## src/rtl/coh_pkg.sv

```systemverilog
package coh_pkg;

  typedef enum logic [1:0] {
    LN_INV = 2'd0,
    LN_SHR = 2'd1,
    LN_DRT = 2'd2
  } line_st_e;

  typedef enum logic [1:0] {
    BC_RD  = 2'd0,
    BC_RDX = 2'd1,
    BC_INV = 2'd2,
    BC_WB  = 2'd3
  } bus_cmd_e;

  // state a valid, tag-matching line moves to when another cache's command is seen
  function automatic line_st_e snoop_next(line_st_e cur, bus_cmd_e cmd);
    case (cmd)
      BC_RD:          return (cur == LN_DRT) ? LN_SHR : cur;
      BC_RDX, BC_INV: return LN_INV;
      default:        return cur;
    endcase
  endfunction

  // dirty data must leave this cache for any command other than a write-back
  function automatic logic snoop_needs_wb(line_st_e cur, bus_cmd_e cmd);
    return (cur == LN_DRT) && (cmd != BC_WB);
  endfunction

endpackage

```

## src/rtl/coh_line_store.sv

```systemverilog
module coh_line_store
  import coh_pkg::*;
#(
  parameter int NL = 8,
  parameter int IW = 3,
  parameter int TW = 5
) (
  input  logic          clk,
  input  logic          rst_n,
  input  logic [IW-1:0] rd_idx_a,
  output line_st_e      st_a,
  output logic [TW-1:0] tg_a,
  input  logic [IW-1:0] rd_idx_b,
  output line_st_e      st_b,
  output logic [TW-1:0] tg_b,
  input  logic          s_we,
  input  logic [IW-1:0] s_idx,
  input  line_st_e      s_st,
  input  logic          c_we,
  input  logic [IW-1:0] c_idx,
  input  line_st_e      c_st,
  input  logic [TW-1:0] c_tg
);

  line_st_e      st_q [NL];
  logic [TW-1:0] tg_q [NL];

  for (genvar i = 0; i < NL; i++) begin : g_line
    always_ff @(posedge clk or negedge rst_n) begin
      if (!rst_n) begin
        st_q[i] <= LN_INV;
        tg_q[i] <= '0;
      end else if (c_we && c_idx == IW'(i)) begin
        st_q[i] <= c_st;
        tg_q[i] <= c_tg;
      end else if (s_we && s_idx == IW'(i)) begin
        st_q[i] <= s_st;
      end
    end
  end

  assign st_a = st_q[rd_idx_a];
  assign tg_a = tg_q[rd_idx_a];
  assign st_b = st_q[rd_idx_b];
  assign tg_b = tg_q[rd_idx_b];

endmodule

```

## src/rtl/coh_snoop_unit.sv

```systemverilog
module coh_snoop_unit
  import coh_pkg::*;
#(
  parameter int AW = 8,
  parameter int IW = 3,
  parameter int TW = AW - IW
) (
  input  logic          snoop_valid,
  input  logic [1:0]    snoop_cmd,
  input  logic [AW-1:0] snoop_addr,
  input  line_st_e      line_st,
  input  logic [TW-1:0] line_tag,
  output logic          snp_upd,
  output line_st_e      snp_st,
  output logic          snp_wb
);

  bus_cmd_e cmd;
  logic     hit;

  assign cmd     = bus_cmd_e'(snoop_cmd);
  assign hit     = snoop_valid && (line_st != LN_INV) && (line_tag == snoop_addr[AW-1:IW]);
  assign snp_st  = snoop_next(line_st, cmd);
  assign snp_upd = hit && (snp_st != line_st);
  assign snp_wb  = hit && snoop_needs_wb(line_st, cmd);

endmodule

```

## src/rtl/coh_snoop_ctrl.sv

```systemverilog
module coh_snoop_ctrl
  import coh_pkg::*;
#(
  parameter int AW     = 8,
  parameter int NLINES = 8
) (
  input  logic          clk,
  input  logic          rst_n,
  input  logic          cpu_req,
  input  logic          cpu_we,
  input  logic [AW-1:0] cpu_addr,
  output logic          cpu_ack,
  output logic          bus_req,
  output logic [1:0]    bus_cmd,
  output logic [AW-1:0] bus_addr,
  input  logic          bus_gnt,
  input  logic          snoop_valid,
  input  logic [1:0]    snoop_cmd,
  input  logic [AW-1:0] snoop_addr,
  output logic          wb_valid,
  output logic [AW-1:0] wb_addr
);

  localparam int IW = $clog2(NLINES);
  localparam int TW = AW - IW;

  logic          in_bus_q;
  bus_cmd_e      pend_q, pend_d, miss_q, miss_d;
  logic [AW-1:0] paddr_q, paddr_d, vict_q, vict_d;
  logic          go_bus, leave_bus;

  logic [IW-1:0] cpu_idx, rd_idx, snp_idx;
  logic [TW-1:0] cpu_tag;
  line_st_e      st_a, st_b, eff_st, snp_st, c_st;
  logic [TW-1:0] tg_a, tg_b, c_tg;
  logic          snp_upd, snp_wb, evict_wb, cpu_hit, c_we;

  assign cpu_idx = cpu_addr[IW-1:0];
  assign cpu_tag = cpu_addr[AW-1:IW];
  assign snp_idx = snoop_addr[IW-1:0];
  assign rd_idx  = in_bus_q ? paddr_q[IW-1:0] : cpu_idx;

  coh_line_store #(.NL(NLINES), .IW(IW), .TW(TW)) u_store (
    .clk(clk), .rst_n(rst_n),
    .rd_idx_a(rd_idx), .st_a(st_a), .tg_a(tg_a),
    .rd_idx_b(snp_idx), .st_b(st_b), .tg_b(tg_b),
    .s_we(snp_upd), .s_idx(snp_idx), .s_st(snp_st),
    .c_we(c_we), .c_idx(paddr_q[IW-1:0]), .c_st(c_st), .c_tg(c_tg)
  );

  coh_snoop_unit #(.AW(AW), .IW(IW), .TW(TW)) u_snoop (
    .snoop_valid(snoop_valid), .snoop_cmd(snoop_cmd), .snoop_addr(snoop_addr),
    .line_st(st_b), .line_tag(tg_b),
    .snp_upd(snp_upd), .snp_st(snp_st), .snp_wb(snp_wb)
  );

  // the snoop is ordered first: the lookup sees the state it leaves behind
  assign eff_st  = (snp_upd && snp_idx == rd_idx) ? snp_st : st_a;
  assign cpu_hit = (eff_st != LN_INV) && (tg_a == cpu_tag);

  always_comb begin
    cpu_ack   = 1'b0;
    go_bus    = 1'b0;
    leave_bus = 1'b0;
    evict_wb  = 1'b0;
    c_we      = 1'b0;
    c_st      = LN_INV;
    c_tg      = paddr_q[AW-1:IW];
    pend_d    = pend_q;
    miss_d    = miss_q;
    paddr_d   = paddr_q;
    vict_d    = vict_q;
    if (!in_bus_q) begin
      if (cpu_req) begin
        if (cpu_hit && (!cpu_we || eff_st == LN_DRT)) begin
          cpu_ack = 1'b1;
        end else begin
          go_bus  = 1'b1;
          paddr_d = cpu_addr;
          if (cpu_hit) begin
            pend_d = BC_INV;
          end else if (eff_st == LN_DRT) begin
            pend_d = BC_WB;
            miss_d = cpu_we ? BC_RDX : BC_RD;
            vict_d = {tg_a, cpu_idx};
          end else begin
            pend_d = cpu_we ? BC_RDX : BC_RD;
          end
        end
      end
    end else if (bus_gnt) begin
      c_we = 1'b1;
      case (pend_q)
        BC_WB: begin
          c_st     = LN_INV;
          c_tg     = tg_a;
          evict_wb = 1'b1;
          pend_d   = miss_q;
        end
        BC_RD: begin
          c_st      = LN_SHR;
          cpu_ack   = 1'b1;
          leave_bus = 1'b1;
        end
        default: begin
          c_st      = LN_DRT;
          cpu_ack   = 1'b1;
          leave_bus = 1'b1;
        end
      endcase
    end else begin
      if (pend_q == BC_INV && eff_st == LN_INV) pend_d = BC_RDX;
      if (pend_q == BC_WB && eff_st != LN_DRT)  pend_d = miss_q;
    end
  end

  always_ff @(posedge clk or negedge rst_n) begin
    if (!rst_n) begin
      in_bus_q <= 1'b0;
      pend_q   <= BC_RD;
      miss_q   <= BC_RD;
      paddr_q  <= '0;
      vict_q   <= '0;
      wb_valid <= 1'b0;
      wb_addr  <= '0;
    end else begin
      if (go_bus)         in_bus_q <= 1'b1;
      else if (leave_bus) in_bus_q <= 1'b0;
      pend_q   <= pend_d;
      miss_q   <= miss_d;
      paddr_q  <= paddr_d;
      vict_q   <= vict_d;
      wb_valid <= snp_wb || evict_wb;
      if (snp_wb)        wb_addr <= snoop_addr;
      else if (evict_wb) wb_addr <= vict_q;
    end
  end

  assign bus_req  = in_bus_q;
  assign bus_cmd  = pend_q;
  assign bus_addr = (pend_q == BC_WB) ? vict_q : paddr_q;

endmodule

```

## config.mk

```make
export PLATFORM = sky130hd
export DESIGN_NAME = coh_snoop_ctrl
export DESIGN_NICKNAME = d
export VERILOG_FILES = /design/src/rtl/coh_pkg.sv /design/src/rtl/coh_line_store.sv /design/src/rtl/coh_snoop_unit.sv /design/src/rtl/coh_snoop_ctrl.sv
export SDC_FILE = /design/constraint.sdc
export NUM_CORES = 1
export LEC_CHECK = 0
export ABC_AREA = 1
export BUFFER_PORTS_ARGS = -buffer_cell sky130_fd_sc_hd__clkbuf_2
export CAP_MARGIN = 20
export CORE_ASPECT_RATIO = 1.1
export CORE_MARGIN = 5
export CORE_UTILIZATION = 40
export DETAILED_ROUTE_END_ITERATION = 6
export PLACE_DENSITY_LB_ADDON = 0.05
export SYNTH_ARGS = -nofsm -noshare
export SYNTH_HDL_FRONTEND = slang
export SYNTH_SLANG_ARGS = --single-unit
```

## constraint.sdc

```tcl
create_clock -name clk -period 2.4 [get_ports clk]
set_input_delay 0.48 -clock clk [delete_from_list [all_inputs] [get_ports clk]]
set_output_delay 0.48 -clock clk [all_outputs]
set_load 0.1 [all_outputs]
```

==> impl_metrics.py <==
metrics = {
    "clock_network": {
        "cts_made_buffers": 9,
        "root_buffer": "clkbuf_16",
        "hold_buffers": 0,
        "path_clk_slew_ns": 0.06,
        "htreeDepth": 3,
        "insertion_delay_ns": 0.35,
        "cts_tree": "done",
        "clockBufferDepth": 2,
        "clkSinkCount": 85,
    },
    "placed_design": {
        "place_area_mm2": 0.006618,
        "post-place-ws_ns": -0.6645,
        "dp.cells": 1036,
        "portBuffers": 44,
        "routabilityCongestion": 0.8800,
        "hpwl_mm": 13.15,
    },
    "critical_path": {
        "rrSetupSlack_ns": -0.28,
        "path_depth": 13,
        "critical_path_class": "reg2out",
        "crit_path_max_incr_delay_ns": 0.54,
        "crit_arrival_ns": 2.69,
        "cpMaxStageDelayCell": "dfrtp_4",
        "cp_cell_sequence": "o21ai_4, buf_6, buf_12, nand2_1, nand3_2, nand3_2, nand2_2, xor2_2, nand3_2, nor2_4, nand3_4, o21ai_4, buf_12",
        "start_kind": "flop",
        "path_buf_inv": 3,
        "required_ns": 1.92,
        "cp_top_family": "simple AND/OR/NAND/NOR gates",
        "endpoint_kind": "primary output",
        "critPathMaxFanout": 14,
        "r2r_cells": 17,
        "cp_common_cell": "nand3_2",
    },
    "yosys": {
        "yosysWarningCount": 0,
        "synth_cells": 755,
        "syn-num-nets": 782,
        "syn_area_mm2": 0.005279,
        "synthDistinctLibCells": 35,
        "ys_ff_latch": 85,
        "yosysSeqAreaShare_pct": 40.29,
        "syn-mean-instance-area_um2": 6.992,
    },
    "grt": {
        "antenna_found_initial": 0,
        "grt_pass1_wl_mm": 29.46,
        "grtUsageMet3_pct": 3.702,
        "track_usage_pct": 24.69,
        "grt.overflow.total": 0,
        "grt_max_degree": 47,
        "met1_usage_pct": 32.86,
        "grtUsageMet2_pct": 40.89,
        "grt_pass1_vias": 5421,
        "busiest_layer": "met2",
    },
    "cells_and_area": {
        "drive_gt1_share_pct": 30.57,
        "area_growth_syn_to_layout_pct": 42.40,
        "fillers": 1223,
        "final_common_cell": "nand2_1",
        "final_area_mm2": 0.007517,
        "fin_cells": 1067,
        "n_antenna_cell": 0,
        "layout_common_cells": "nand2_1 (247), buf_4 (99), dfrtp_1 (82)",
        "layout.nets": 928,
    },
    "sta": {
        "rsz0062_at_grt": "true",
        "tightestPinTransition_ns": 0.5750,
        "slew_headroom_pct": 61.41,
        "fin_crit_sh_pct": 132.2,
        "finalMaxSlewViolations": 0,
        "worst_slack_ns": -0.7722,
        "hold_viol": 0,
        "clock.fmax_mhz": 315.2,
        "finClkSkew_ns": 0.005084,
        "setup-tns-final_ns": -4.599,
        "finalSetupViolations": 21,
        "min_period_ns": 3.172,
    },
    "hold_path": {
        "hold_path.class": "in2async",
    },
    "drt": {
        "dr_total_vias": 5562,
        "postRouteAntennaNets": 0,
        "first_pass_iters": 5,
        "drt_iter0_markers": 496,
        "viasPerCell": 5.213,
        "wl_per_cell_um": 17.95,
        "drc_errors": 0,
        "drt-total-wl_mm": 19.16,
    },
    "floorplanning": {
        "die_area_mm2": 0.01560,
        "core_area_mm2": 0.01305,
        "initial_core_util_pct": 40.46,
        "die_width_um": 119.5,
        "io_pins": 45,
        "die_y_um": 130.5,
        "core.rowCount": 44,
    },
    "status": {
        "outcome": "complete, but fails checks",
        "violations": "setup timing",
    },
    "job": {
        "maxCapViolations": 0,
    },
    "power": {
        "p_per_area_mw_per_mm2": 1473,
        "ir_drop_mv": 1.167,
        "power_mw": 11.08,
        "p_leak_nw": 3.743,
    },
}
## state kept, by name (all words and copies together), names as in the netlist
name / flops
bus_cmd: 2
bus_req: 1
miss_q: 1
paddr_q: 8
u_store.st_q: 16
u_store.tg_q: 40
vict_q: 8
wb_addr: 8
wb_valid: 1
## layer usage
metal,vias up,wire (um)
li1,2728,-
met1,2606,8482
met2,191,8853
met3,37,1203
met4,0,617
met5,-,0
## report_power, final
| part | total [mW] | leakage (nW) | internal, mW | switching [mW] |
|---|---|---|---|---|
| clock | 1.61 | 0.169 | 1.00 | 0.606 |
| combinational | 6.96 | 2.49 | 2.63 | 4.33 |
| sequential | 2.51 | 1.08 | 2.05 | 0.450 |
| total | 11.1 | 3.74 | 5.69 | 5.38 |
## worst reg2reg max path, stage by stage, from the launching register on
cell and delay (ns):
dfrtp_4 0.54, o21ai_4 0.20, buf_6 0.16, buf_12 0.15, nand2_1 0.08, nand3_2 0.08
nand3_2 0.08, nand2_2 0.15, xor2_2 0.17, nand3_2 0.11, nor2_4 0.16, nand3_4 0.11
buf_4 0.14, buf_6 0.12, nand2_8 0.11, buf_12 0.13, nand2_1 0.05, o21ai_1 0.06
## worst paths after layout
check | startpoint | endpoint
worst max register to register | bus_req | paddr_q[4]
worst min register to register | u_store.tg_q[39] | u_store.tg_q[39]
max in group asynchronous | rst_n | bus_cmd[1]
worst min-delay path | rst_n | u_store.tg_q[22]
worst max-delay path | bus_req | cpu_ack
min in group clk | cpu_addr[5] | paddr_q[5]
## synthesized netlist by cell type, drive strengths merged
cell | count | share of area, %
a31oi | 1 | 0.12
nor3b | 1 | 0.24
nand2 | 274 | 20
a21oi | 17 | 1.6
o21ai | 103 | 10
xor2 | 8 | 1.3
ha | 3 | 0.71
dfrtp | 85 | 40
nor2 | 50 | 4.0
a221oi | 5 | 0.83
nand4 | 4 | 0.47
inv | 85 | 6.1
buf | 21 | 3.2
o22ai | 7 | 0.83
clkbuf | 12 | 0.85
nand3 | 64 | 6.4
clkinv | 1 | 0.071
o31ai | 5 | 1.0
o211ai | 7 | 1.0
nor3 | 1 | 0.095
a21boi | 1 | 0.14
## cells by family (layout without fill, tap and decap cells)
logic type | after synthesis | in the layout | share of synthesized area (%)
and+or+nand+nor | 394 | 395 | 31.48
AOI/OAI and AO/OA | 146 | 146 | 15.93
buffers and inverters | 119 | 269 | 10.26
DFF | 85 | 85 | 40.29
xor gates and xnor gates | 8 | 8 | 1.327
adders and majority gates | 3 | 3 | 0.7111
## per-stage QoR
step           util, %  hold slack, ns
2_1_floorplan        -          0.1844
3_3_place_gp     50.72          0.4156
3_5_place_dp     50.72          0.4097
4_1_cts          55.10         0.03662
5_1_grt          57.61         0.05503
6_report         57.61         0.02860
## final cells by class
class	count	area (um2)	area share, %
inverter	86	347.8	4.627
multi-input combinational	552	2977	39.60
timing repair buffer	167	1509	20.07
clock buffer	12	266.5	3.545
clock inverter	4	77.57	1.032
tap	161	201.4	2.680
sequential	85	2138	28.45
## repair_timing
| action | in CTS | in global routing |
|---|---|---|
| cloned | 3 | 4 |
| resized for setup | 30 | 68 |
| setup buffers | 3 | 6 |
| pin swaps | 17 | 25 |
| setup endpoints to repair | 28 | 63 |
No activity file was read; power rests on OpenSTA's default activity.
